<file path="src/rtl/i2cr_pkg.sv">
package i2cr_pkg;

    localparam int BYTE_W = 8;
    localparam int PTR_W  = 16;
    localparam int DEVA_W = 7;
    localparam int CNT_W  = $clog2(BYTE_W + 2);

    // bit counter milestones inside one nine-clock byte slot
    localparam logic [CNT_W-1:0] CNT_BYTE_DONE = CNT_W'(BYTE_W);
    localparam logic [CNT_W-1:0] CNT_ACK_SEEN  = CNT_W'(BYTE_W + 1);

    typedef enum logic [2:0] {
        ST_IDLE,
        ST_DEVADR,
        ST_PTRH,
        ST_PTRL,
        ST_WDATA,
        ST_RDATA
    } xfer_st_e;

    typedef struct packed {
        logic scl_lvl;
        logic sda_lvl;
        logic scl_rise;
        logic scl_fall;
        logic start;
        logic stop;
    } bus_ev_t;

    typedef struct packed {
        logic set_hi;
        logic set_lo;
        logic inc;
    } ptr_cmd_t;

    // state entered once the acknowledge slot of a received byte closes
    function automatic xfer_st_e after_ack(input xfer_st_e s, input logic rd);
        case (s)
            ST_DEVADR: after_ack = rd ? ST_RDATA : ST_PTRH;
            ST_PTRH:   after_ack = ST_PTRL;
            ST_PTRL:   after_ack = ST_WDATA;
            ST_WDATA:  after_ack = ST_WDATA;
            default:   after_ack = ST_IDLE;
        endcase
    endfunction

endpackage

</file>
<file path="src/rtl/i2cr_sync.sv">
module i2cr_sync
    import i2cr_pkg::*;
#(
    parameter int STAGES = 2
) (
    input  logic    clk,
    input  logic    rst,
    input  logic    scl_i,
    input  logic    sda_i,
    output bus_ev_t ev
);
    localparam int LAST = STAGES - 1;

    logic [STAGES-1:0] scl_ff;
    logic [STAGES-1:0] sda_ff;
    logic              scl_q;
    logic              sda_q;
    logic              scl_s;
    logic              sda_s;

    generate
        if (STAGES == 1) begin : g_single
            always_ff @(posedge clk) begin
                if (rst) begin
                    scl_ff <= '1;
                    sda_ff <= '1;
                end else begin
                    scl_ff <= scl_i;
                    sda_ff <= sda_i;
                end
            end
        end else begin : g_chain
            always_ff @(posedge clk) begin
                if (rst) begin
                    scl_ff <= '1;
                    sda_ff <= '1;
                end else begin
                    scl_ff <= {scl_ff[STAGES-2:0], scl_i};
                    sda_ff <= {sda_ff[STAGES-2:0], sda_i};
                end
            end
        end
    endgenerate

    assign scl_s = scl_ff[LAST];
    assign sda_s = sda_ff[LAST];

    always_ff @(posedge clk) begin
        if (rst) begin
            scl_q <= 1'b1;
            sda_q <= 1'b1;
        end else begin
            scl_q <= scl_s;
            sda_q <= sda_s;
        end
    end

    always_comb begin
        ev.scl_lvl  = scl_s;
        ev.sda_lvl  = sda_s;
        ev.scl_rise = scl_s & ~scl_q;
        ev.scl_fall = ~scl_s & scl_q;
        ev.start    = scl_s & scl_q & sda_q & ~sda_s;
        ev.stop     = scl_s & scl_q & ~sda_q & sda_s;
    end

endmodule

</file>
<file path="src/rtl/i2cr_ptr.sv">
module i2cr_ptr
    import i2cr_pkg::*;
(
    input  logic              clk,
    input  logic              rst,
    input  ptr_cmd_t          cmd,
    input  logic [BYTE_W-1:0] byte_i,
    output logic [PTR_W-1:0]  ptr_o
);
    logic [PTR_W-BYTE_W-1:0] hi_q;
    logic [PTR_W-1:0]        ptr_q;

    always_ff @(posedge clk) begin
        if (rst) begin
            hi_q  <= '0;
            ptr_q <= '0;
        end else begin
            if (cmd.set_hi) hi_q <= byte_i[PTR_W-BYTE_W-1:0];
            if (cmd.set_lo)   ptr_q <= {hi_q, byte_i};
            else if (cmd.inc) ptr_q <= ptr_q + 1'b1;
        end
    end

    assign ptr_o = ptr_q;


    ptr_wrap_chk: assert property (@(posedge clk) disable iff (rst)
        (cmd.inc && !cmd.set_lo && ptr_q == '1) |=> (ptr_q == '0));

endmodule

</file>
<file path="src/rtl/i2cr_ctrl.sv">
module i2cr_ctrl
    import i2cr_pkg::*;
#(
    parameter logic [DEVA_W-1:0] DEV_ADDR = 7'h2A
) (
    input  logic              clk,
    input  logic              rst,
    input  bus_ev_t           ev,
    input  logic [PTR_W-1:0]  ptr,
    output ptr_cmd_t          pcmd,
    output logic [BYTE_W-1:0] rx_byte,
    output logic              sda_oe,
    output logic [PTR_W-1:0]  reg_addr,
    output logic [BYTE_W-1:0] reg_wdata,
    output logic              reg_we,
    output logic              reg_re,
    input  logic [BYTE_W-1:0] reg_rdata
);
    xfer_st_e          st_q;
    logic [CNT_W-1:0]  cnt_q;
    logic              ack_ph_q;
    logic [BYTE_W-1:0] rx_q;
    logic [BYTE_W-1:0] tx_q;
    logic              oe_q;
    logic              we_q;
    logic              re_q;
    logic              re_d_q;
    logic [PTR_W-1:0]  addr_q;
    logic [BYTE_W-1:0] wdata_q;

    logic rx_done;
    logic adr_hit;
    logic wr_fire;
    logic mst_ack_slot;
    logic rx_state;

    always_comb begin
        rx_state     = (st_q == ST_DEVADR) || (st_q == ST_PTRH) ||
                       (st_q == ST_PTRL)   || (st_q == ST_WDATA);
        rx_done      = ev.scl_fall && !ack_ph_q && rx_state &&
                       (cnt_q == CNT_BYTE_DONE);
        adr_hit      = (rx_q[BYTE_W-1:1] == DEV_ADDR);
        wr_fire      = rx_done && (st_q == ST_WDATA);
        mst_ack_slot = ev.scl_rise && (st_q == ST_RDATA) &&
                       (cnt_q == CNT_BYTE_DONE);
        pcmd.set_hi  = rx_done && (st_q == ST_PTRH);
        pcmd.set_lo  = rx_done && (st_q == ST_PTRL);
        pcmd.inc     = wr_fire || mst_ack_slot;
    end

    always_ff @(posedge clk) begin
        if (rst) begin
            st_q     <= ST_IDLE;
            cnt_q    <= '0;
            ack_ph_q <= 1'b0;
            rx_q     <= '0;
            tx_q     <= '0;
            oe_q     <= 1'b0;
            we_q     <= 1'b0;
            re_q     <= 1'b0;
            re_d_q   <= 1'b0;
            addr_q   <= '0;
            wdata_q  <= '0;
        end else begin
            we_q   <= 1'b0;
            re_q   <= 1'b0;
            re_d_q <= re_q;
            if (re_d_q) tx_q <= reg_rdata;

            if (ev.start) begin
                st_q     <= ST_DEVADR;
                cnt_q    <= '0;
                ack_ph_q <= 1'b0;
                oe_q     <= 1'b0;
            end else if (ev.stop) begin
                st_q     <= ST_IDLE;
                cnt_q    <= '0;
                ack_ph_q <= 1'b0;
                oe_q     <= 1'b0;
            end else if (st_q == ST_RDATA) begin
                if (ev.scl_rise && cnt_q < CNT_BYTE_DONE)
                    cnt_q <= cnt_q + 1'b1;
                if (mst_ack_slot) begin
                    if (ev.sda_lvl) begin
                        st_q <= ST_IDLE;
                    end else begin
                        re_q   <= 1'b1;
                        addr_q <= ptr + 1'b1;
                        cnt_q  <= CNT_ACK_SEEN;
                    end
                end
                if (ev.scl_fall) begin
                    if (cnt_q == CNT_BYTE_DONE) begin
                        oe_q <= 1'b0;
                    end else if (cnt_q == CNT_ACK_SEEN) begin
                        oe_q  <= ~tx_q[BYTE_W-1];
                        cnt_q <= '0;
                    end else if (cnt_q != '0) begin
                        tx_q <= {tx_q[BYTE_W-2:0], 1'b0};
                        oe_q <= ~tx_q[BYTE_W-2];
                    end
                end
            end else if (rx_state) begin
                if (ack_ph_q) begin
                    if (ev.scl_fall) begin
                        ack_ph_q <= 1'b0;
                        cnt_q    <= '0;
                        st_q     <= after_ack(st_q, rx_q[0]);
                        oe_q     <= (after_ack(st_q, rx_q[0]) == ST_RDATA) ?
                                    ~tx_q[BYTE_W-1] : 1'b0;
                    end
                end else begin
                    if (ev.scl_rise && cnt_q < CNT_BYTE_DONE) begin
                        rx_q  <= {rx_q[BYTE_W-2:0], ev.sda_lvl};
                        cnt_q <= cnt_q + 1'b1;
                    end
                    if (rx_done) begin
                        if (st_q == ST_DEVADR && !adr_hit) begin
                            st_q <= ST_IDLE;
                        end else begin
                            oe_q     <= 1'b1;
                            ack_ph_q <= 1'b1;
                            if (st_q == ST_DEVADR && rx_q[0]) begin
                                re_q   <= 1'b1;
                                addr_q <= ptr;
                            end
                            if (wr_fire) begin
                                we_q    <= 1'b1;
                                addr_q  <= ptr;
                                wdata_q <= rx_q;
                            end
                        end
                    end
                end
            end
        end
    end

    assign rx_byte   = rx_q;
    assign sda_oe    = oe_q;
    assign reg_addr  = addr_q;
    assign reg_wdata = wdata_q;
    assign reg_we    = we_q;
    assign reg_re    = re_q;


    oe_scl_low_chk: assert property (@(posedge clk) disable iff (rst)
        !$stable(oe_q) |-> !ev.scl_lvl);


    we_pulse_chk: assert property (@(posedge clk) disable iff (rst)
        we_q |=> !we_q);


    re_pulse_chk: assert property (@(posedge clk) disable iff (rst)
        re_q |=> !re_q);


    start_release_chk: assert property (@(posedge clk) disable iff (rst)
        ev.start |=> (!oe_q && !we_q));


    idle_quiet_chk: assert property (@(posedge clk) disable iff (rst)
        (st_q == ST_IDLE) |-> !oe_q);

endmodule

</file>
<file path="src/rtl/i2c_reg_slave.sv">
module i2c_reg_slave
    import i2cr_pkg::*;
#(
    parameter logic [DEVA_W-1:0] DEV_ADDR    = 7'h2A,
    parameter int                SYNC_STAGES = 2
) (
    input  logic              clk,
    input  logic              rst,
    input  logic              scl_i,
    input  logic              sda_i,
    output logic              sda_oe,
    output logic [PTR_W-1:0]  reg_addr,
    output logic [BYTE_W-1:0] reg_wdata,
    output logic              reg_we,
    output logic              reg_re,
    input  logic [BYTE_W-1:0] reg_rdata
);
    bus_ev_t           ev;
    ptr_cmd_t          pcmd;
    logic [PTR_W-1:0]  ptr;
    logic [BYTE_W-1:0] rx_byte;

    i2cr_sync #(.STAGES(SYNC_STAGES)) u_sync (
        .clk   (clk),
        .rst   (rst),
        .scl_i (scl_i),
        .sda_i (sda_i),
        .ev    (ev)
    );

    i2cr_ptr u_ptr (
        .clk    (clk),
        .rst    (rst),
        .cmd    (pcmd),
        .byte_i (rx_byte),
        .ptr_o  (ptr)
    );

    i2cr_ctrl #(.DEV_ADDR(DEV_ADDR)) u_ctrl (
        .clk       (clk),
        .rst       (rst),
        .ev        (ev),
        .ptr       (ptr),
        .pcmd      (pcmd),
        .rx_byte   (rx_byte),
        .sda_oe    (sda_oe),
        .reg_addr  (reg_addr),
        .reg_wdata (reg_wdata),
        .reg_we    (reg_we),
        .reg_re    (reg_re),
        .reg_rdata (reg_rdata)
    );

endmodule

</file>
<file path="config.mk">
export PLATFORM = sky130hd
export DESIGN_NAME = i2c_reg_slave
export DESIGN_NICKNAME = d
export VERILOG_FILES = /design/src/rtl/i2cr_pkg.sv /design/src/rtl/i2cr_sync.sv /design/src/rtl/i2cr_ptr.sv /design/src/rtl/i2cr_ctrl.sv /design/src/rtl/i2c_reg_slave.sv
export SDC_FILE = /design/constraint.sdc
export NUM_CORES = 1
export LEC_CHECK = 0
export ABC_AREA = 1
export ABC_CLOCK_PERIOD_IN_PS = 2600
export BUFFER_PORTS_ARGS = -buffer_cell sky130_fd_sc_hd__buf_4
export CAP_MARGIN = 40
export CORE_MARGIN = 2
export CORE_UTILIZATION = 30
export DETAILED_ROUTE_END_ITERATION = 16
export SLEW_MARGIN = 20
export SYNTH_ARGS = -nofsm -noshare
export SYNTH_HDL_FRONTEND = slang
export SYNTH_SLANG_ARGS = --single-unit
</file>
<file path="constraint.sdc">
create_clock -name clk -period 2.6 [get_ports clk]
set_clock_uncertainty 0.05 [all_clocks]
set_input_delay 0.26 -clock clk [delete_from_list [all_inputs] [get_ports clk]]
set_output_delay 0.26 -clock clk [all_outputs]
set_load 0.01 [all_outputs]
</file>
# Word-level counts from Yosys, hierarchy flattened
# Index checks and enable logic that the tools add are counted.
# W data, S select, Z words.
# totals
reg_bits,82
input_bits,12
out_inout_bits,27
wordCells,172
# op_classes
addsub,2
magnitude_cmp,1
n_eq_ne,22
mux,71
bitwise_logic,20
n_reduce_logical,38
# op_table
operator,n
$mux W16,11
$mux W8,8
$mux W3,15
$mux W4,10
$mux W1,26
$reduce_and A6 Y1,4
$add A16 B1 Y16 const B,1
$not A1 Y1,13
$logic_and A1 B1 Y1,11
$reduce_bool A5 Y1,2
$eq A3 B3 Y1 const B,3
$pmux W3 S3,1
$reduce_and A9 Y1,1
$reduce_bool A3 Y1,3
$eq A4 B4 Y1 const B,2
$ne A2 B1 Y1 const B,4
$ne A4 B3 Y1 const B,2
$reduce_and A8 Y1,1
$reduce_bool A4 Y1,2
$reduce_or A8 Y1,1
$and A1 B1 Y1,7
$eq A7 B6 Y1 const B,1
$eq A3 B2 Y1 const B,2
$ne A2 B2 Y1 const B,3
13 further kinds,20

# Logic depth before layout (Yosys ltp)
# logic_depth
word_depth,16
depth_mapped,13
depth_no_buf,12

# Hierarchy
# A second synthesis with hierarchy kept.
# hier_totals
cells_unflattened,678
area_unflattened_um2,4416.7
# by_module_without_submodules
mod,instances,cells_per_inst,area_per_inst_um2,seq_area_each_um2
i2cr_ctrl,1,461,2912.8,1041.0
i2cr_ptr,1,191,1291.2,480.5
i2cr_sync,1,26,212.7,120.1

# Worst setup path before layout
# OpenSTA, ideal clock, no wires.
# synth_path
path_type,reg2reg
startpoint,register u_ctrl.cnt_q[0]
endpoint,"register u_ctrl.addr_q[14], in the netlist u_ctrl.reg_addr[14]"
setup_ns,0.112
t_arrival_ns,1.633
t_required_ns,2.438
path_slack_ns,0.805
stages_incl_launch_ff,14
path_buffers,2
period_less_slack_ns,1.795
cell_sequence,dfxtp_1 > inv_1 > ha_1 > nand3_4 > nor2_4 > nand2_2 > buf_6 > nand2_4 > nand2_4 > nor2_4 > buf_6 > nand2_2 > nor2_1 > nor2_1
# synth_via
elab_chain_len,9
word_cells_on_any_way,14
classes_between,eq/ne: 2; mux: 6; reduce/logical: 6
# synth_lines
item,line,rtl
from (decl),i2cr_ctrl.sv:20,logic [CNT_W-1:0] cnt_q;
from (signal assigned),i2cr_ctrl.sv:82,cnt_q <= cnt_q + 1'b1;
from (signal assigned),i2cr_ctrl.sv:115,cnt_q <= cnt_q + 1'b1;
$eq A4 B4 Y1 *,"i2cr_ctrl.sv:41, i2cr_ctrl.sv:45",
$logic_and A1 B1 Y1,i2cr_ctrl.sv:40,rx_done = ev.scl_fall && !ack_ph_q && rx_state &&
$logic_and A1 B1 Y1,i2cr_ctrl.sv:43,wr_fire = rx_done && (st_q == ST_WDATA);
$mux W16,i2cr_ctrl.sv:127,if (wr_fire) begin
$mux W16,i2cr_ctrl.sv:118,if (st_q == ST_DEVADR && !adr_hit) begin
$mux W16,i2cr_ctrl.sv:117,if (rx_done) begin
$mux W16,i2cr_ctrl.sv:104,if (ack_ph_q) begin
$mux W16,i2cr_ctrl.sv:103,end else if (rx_state) begin
$mux W16,i2cr_ctrl.sv:80,end else if (st_q == ST_RDATA) begin
to (signal assigned),i2cr_ctrl.sv:88,addr_q <= ptr + 1'b1;
to (signal assigned),i2cr_ctrl.sv:125,addr_q <= ptr;
to (signal assigned),i2cr_ctrl.sv:129,addr_q <= ptr;
to (decl),i2cr_ctrl.sv:28,logic [PTR_W-1:0] addr_q;
# Mark *: on every way between the ends. The rest lies on a longest branch, timed or not. The select of a mux whose other input is x is not followed.
# A chain may end at the register's enable or synchronous reset.

# Worst setup path in the final report
# layout_path
startpoint,register u_ctrl.cnt_q[1]
endpoint,"register u_ctrl.addr_q[3], in the netlist u_ctrl.reg_addr[3]"
# The elaborated chain is that of the path after synthesis.

==> metrics.md <==
| Metric | Value |
|---|---|
| Leakage | around 0.0022 uW |
| Worst rel slew slack | 67.4% |
| Yosys top cell by area | dfxtp_1 |
| Number of H-tree levels | 3 |
| Synth top area share | between 30 and 40% |
| Iteration-0 DRC count of the detailed router | 289 |
| Synth Warn # | 0 |
| Core Rows | 43 |
| Diode count | 0 |
| Final setup fails | 0 |
| Area growth syn-to-layout | 17.5% |
| Synth top area cells | dfxtp_1 39%, nand2_1 15%, nor2_1 8.9%, o21ai_0 6.9%, inv_1 6.1% |
| Antenna violations before repair | 0 |
| Worst hold-check path type | in2reg |
| Synth unique cells | 36 |
| Pre-antenna DRT Iters | 5 |
| Status | completed |
| Fillers | 1464 |
| Sink Count | 82 |
| Worst-margin pin slew | 0.487 ns |
| Worst slack, placed | ~0.44 ns |
| Crit path arrival time | around 2.4 ns |
| RePlAce Congestion | approximately 0.9 |
| Worst Setup End Kind | register |
| HPWL Detailed | 7570 um |
| Vias in the first global route | around 3.5k |
| Synth Register Bits | between 80 and 90 |
| Largest net degree at the start of global routing | 48 |
| Root Buffer | clkbuf_16 |
| Final WS setup | around 0.45 ns |
| Mean routed wirelength per cell | roughly 12 um |
| TritonCTS Buffers | 9 |
| I/O pin count | 39 |
| Share of layout cells above drive strength 1 | between 10% and 20% |
| Fin crit period | approximately 2.2 ns |
| Postcts setup bufs | 0 |
| Syn Inst Count | between 600 and 700 |
| Most frequent cells in the layout | 168 x nand2_1, 100 x nor2_1, 82 x dfxtp_1 |
| Mean Syn Cell Area | between 6 and 7 um2 |
| Port Buf Inserts | 38 |
| DIE AREA | ~0.015 mm2 |
| Crit-path max FO | 22 |
| Most common cell after layout, fill and taps aside | nand2_1 |
| Reg area | between 0.0015 and 0.002 mm2 |
| Power Density | about 520 mW/mm2 |
| Nets | a little under 700 |
| Syn Std Cell Area | 0.00422 mm2 |
| Starting Density | a little over 30% |
| CTS tree | built |
| Total global routing overflow | 0 |
| Die X | between 100 and 150 um |
| CP Data Required Time | roughly 2.8 ns |
| Final antenna-violating net count | 0 |
| Share of the clock period used by the worst path | 82.7% |
| Maximum clock frequency | ~470 MHz |
| Core box area | around 0.014 mm2 |
| Slew Limit Fails | 0 |
| RSZ-0062 raised after global routing | false |
| Worst vdd rail ir drop | roughly 340 uV |
| Seq/Total Area, Yosys | between 30% and 40% |
| DRC Markers | 0 |
| Final Hold Vio Count | 0 |
| Total track usage | between 10 and 15% |
| Startpoint types | register |
| Syn nets | 655 |
| Later-pin clock latency in the skew report | approximately 0.35 ns |
| First-pass GRT wire length | approximately 17000 um |
| Clk slew on worst S/H paths | 0.06 ns |
| Worst setup path class | reg2reg |
| Via/cell ratio | approximately 4.5 |
| DR vias | just under 4k |
| Setup TNS | 0 ns |
| Die span in y | roughly 120 um |
| Hold Buf Count CTS | 0 |
| Max clock buf depth | 2 |
| Max-cap viol count | 0 |
| DRT Wirelength | between 10000 and 15000 um |
| Cts repair resizes | 0 |
| Area of the multi-input gates | approximately 0.0022 mm2 |
## where the power goes
part | leakage (uW) | total, uW | internal (uW) | switching [uW]
Sequential | 0.000662 | 1270 | 1260 | 4.71
Clock | 0.000138 | 1240 | 702 | 537
Combinational | 0.00136 | 89.8 | 31.6 | 58.1
Total | 0.00216 | 2590 | 2000 | 599
## final timing paths
kind               startpoint                  to  slack (ns)  cells after the start
max           u_ctrl.cnt_q[1]  u_ctrl.reg_addr[3]        0.45                     11
min reg2reg  u_sync.sda_ff[0]    u_sync.sda_ff[1]        0.37                      1
min                     scl_i    u_sync.scl_ff[0]        0.04                      2
max reg2reg   u_ctrl.cnt_q[1]  u_ctrl.reg_addr[3]        0.45                     11
## logic make-up after synthesis
family                   Yosys count  synth area share, %
AO/OA/AOI/OAI                    105                 13.1
XOR/XNOR                           5                 1.04
adder cells (fa/ha/maj)            4                 1.19
buffers and inverters             93                 9.29
flip-flops                        82                 38.9
multiplexers                       2                0.504
AND/OR/NAND/NOR                  348                 35.9
## cell usage after synthesis
library cell / count
nand2_1: 168
nor2_1: 100
dfxtp_1: 82
inv_1: 68
o21ai_0: 58
nand3_1: 42
a21oi_1: 32
a31oi_1: 7
clkbuf_1: 7
nand2_2: 6
nand4_1: 6
nor3_1: 5
o21bai_1: 5
or2_2: 5
buf_2: 4
buf_6: 4
ha_1: 4
inv_2: 4
nand3_2: 4
xnor2_1: 4
nand2_4: 3
nor2_4: 3
buf_1: 2
buf_4: 2
clkinv_1: 2
nor2_2: 2
mux2_2: 1
mux2i_1: 1
nand3_4: 1
nand3b_1: 1
nor3_4: 1
nor4_1: 1
o2111ai_1: 1
o211ai_1: 1
o21ai_1: 1
xor2_1: 1
## stage by stage
step / cell area, um2 / power [uW] / utilization (%) / hold WS (ns) / instances
final: 4950 / 2590 / 35.8 / 0.0372 / 859
after global routing: 4950 / 2690 / 35.8 / 0.0249 / 859
after CTS: 4950 / 2630 / 35.8 / 0.0245 / 859
after detailed placement: 4660 / 1380 / 33.7 / 0.344 / 843
after global placement: 4660 / 1390 / 33.7 / 0.345 / 843
after floorplan: 4220 / 1350 / - / 0.314 / 639
## layout make-up
cell class                      instances  area share, %
Timing Repair Buffer                   43           6.77
Clock inverter                          5          0.758
Sequential cell                        82           33.1
Clock buffer                           11           5.10
Multi-Input combinational cell        464           44.1
Inverter                               74           5.61
Tap cell                              180           4.55
## registers in the layout (all words and copies together) (netlist names), 2 cells and up
name / flops
u_ptr.hi_q: 8
u_ctrl.reg_addr: 16
u_sync.scl_ff: 2
u_ctrl.cnt_q: 4
u_ctrl.tx_q: 8
u_ctrl.rx_byte: 8
u_ctrl.st_q: 3
u_ptr.ptr_o: 16
u_ctrl.reg_wdata: 8
u_sync.sda_ff: 2
## critical path: stages (launching register included)
cell and delay [ns]:
dfxtp_1 0.31, inv_1 0.11, ha_1 0.23, nand3_4 0.13, nor2_2 0.17, nand3_2 0.15
nand2_1 0.13, nand2_2 0.12, nor2_4 0.42, nand2_1 0.12, nand2_1 0.08, nor2_1 0.03
## layer usage
metal  vias to the layer above  global-route usage, %  routed length, um
li1                       2108                      -                  -
met1                      1689                   20.4               5190
met2                        97                   21.6               4270
met3                        14                   5.34                634
met4                         0                   5.39                189
met5                         -                      0                  0
No activity file was read; power rests on OpenSTA's default activity.
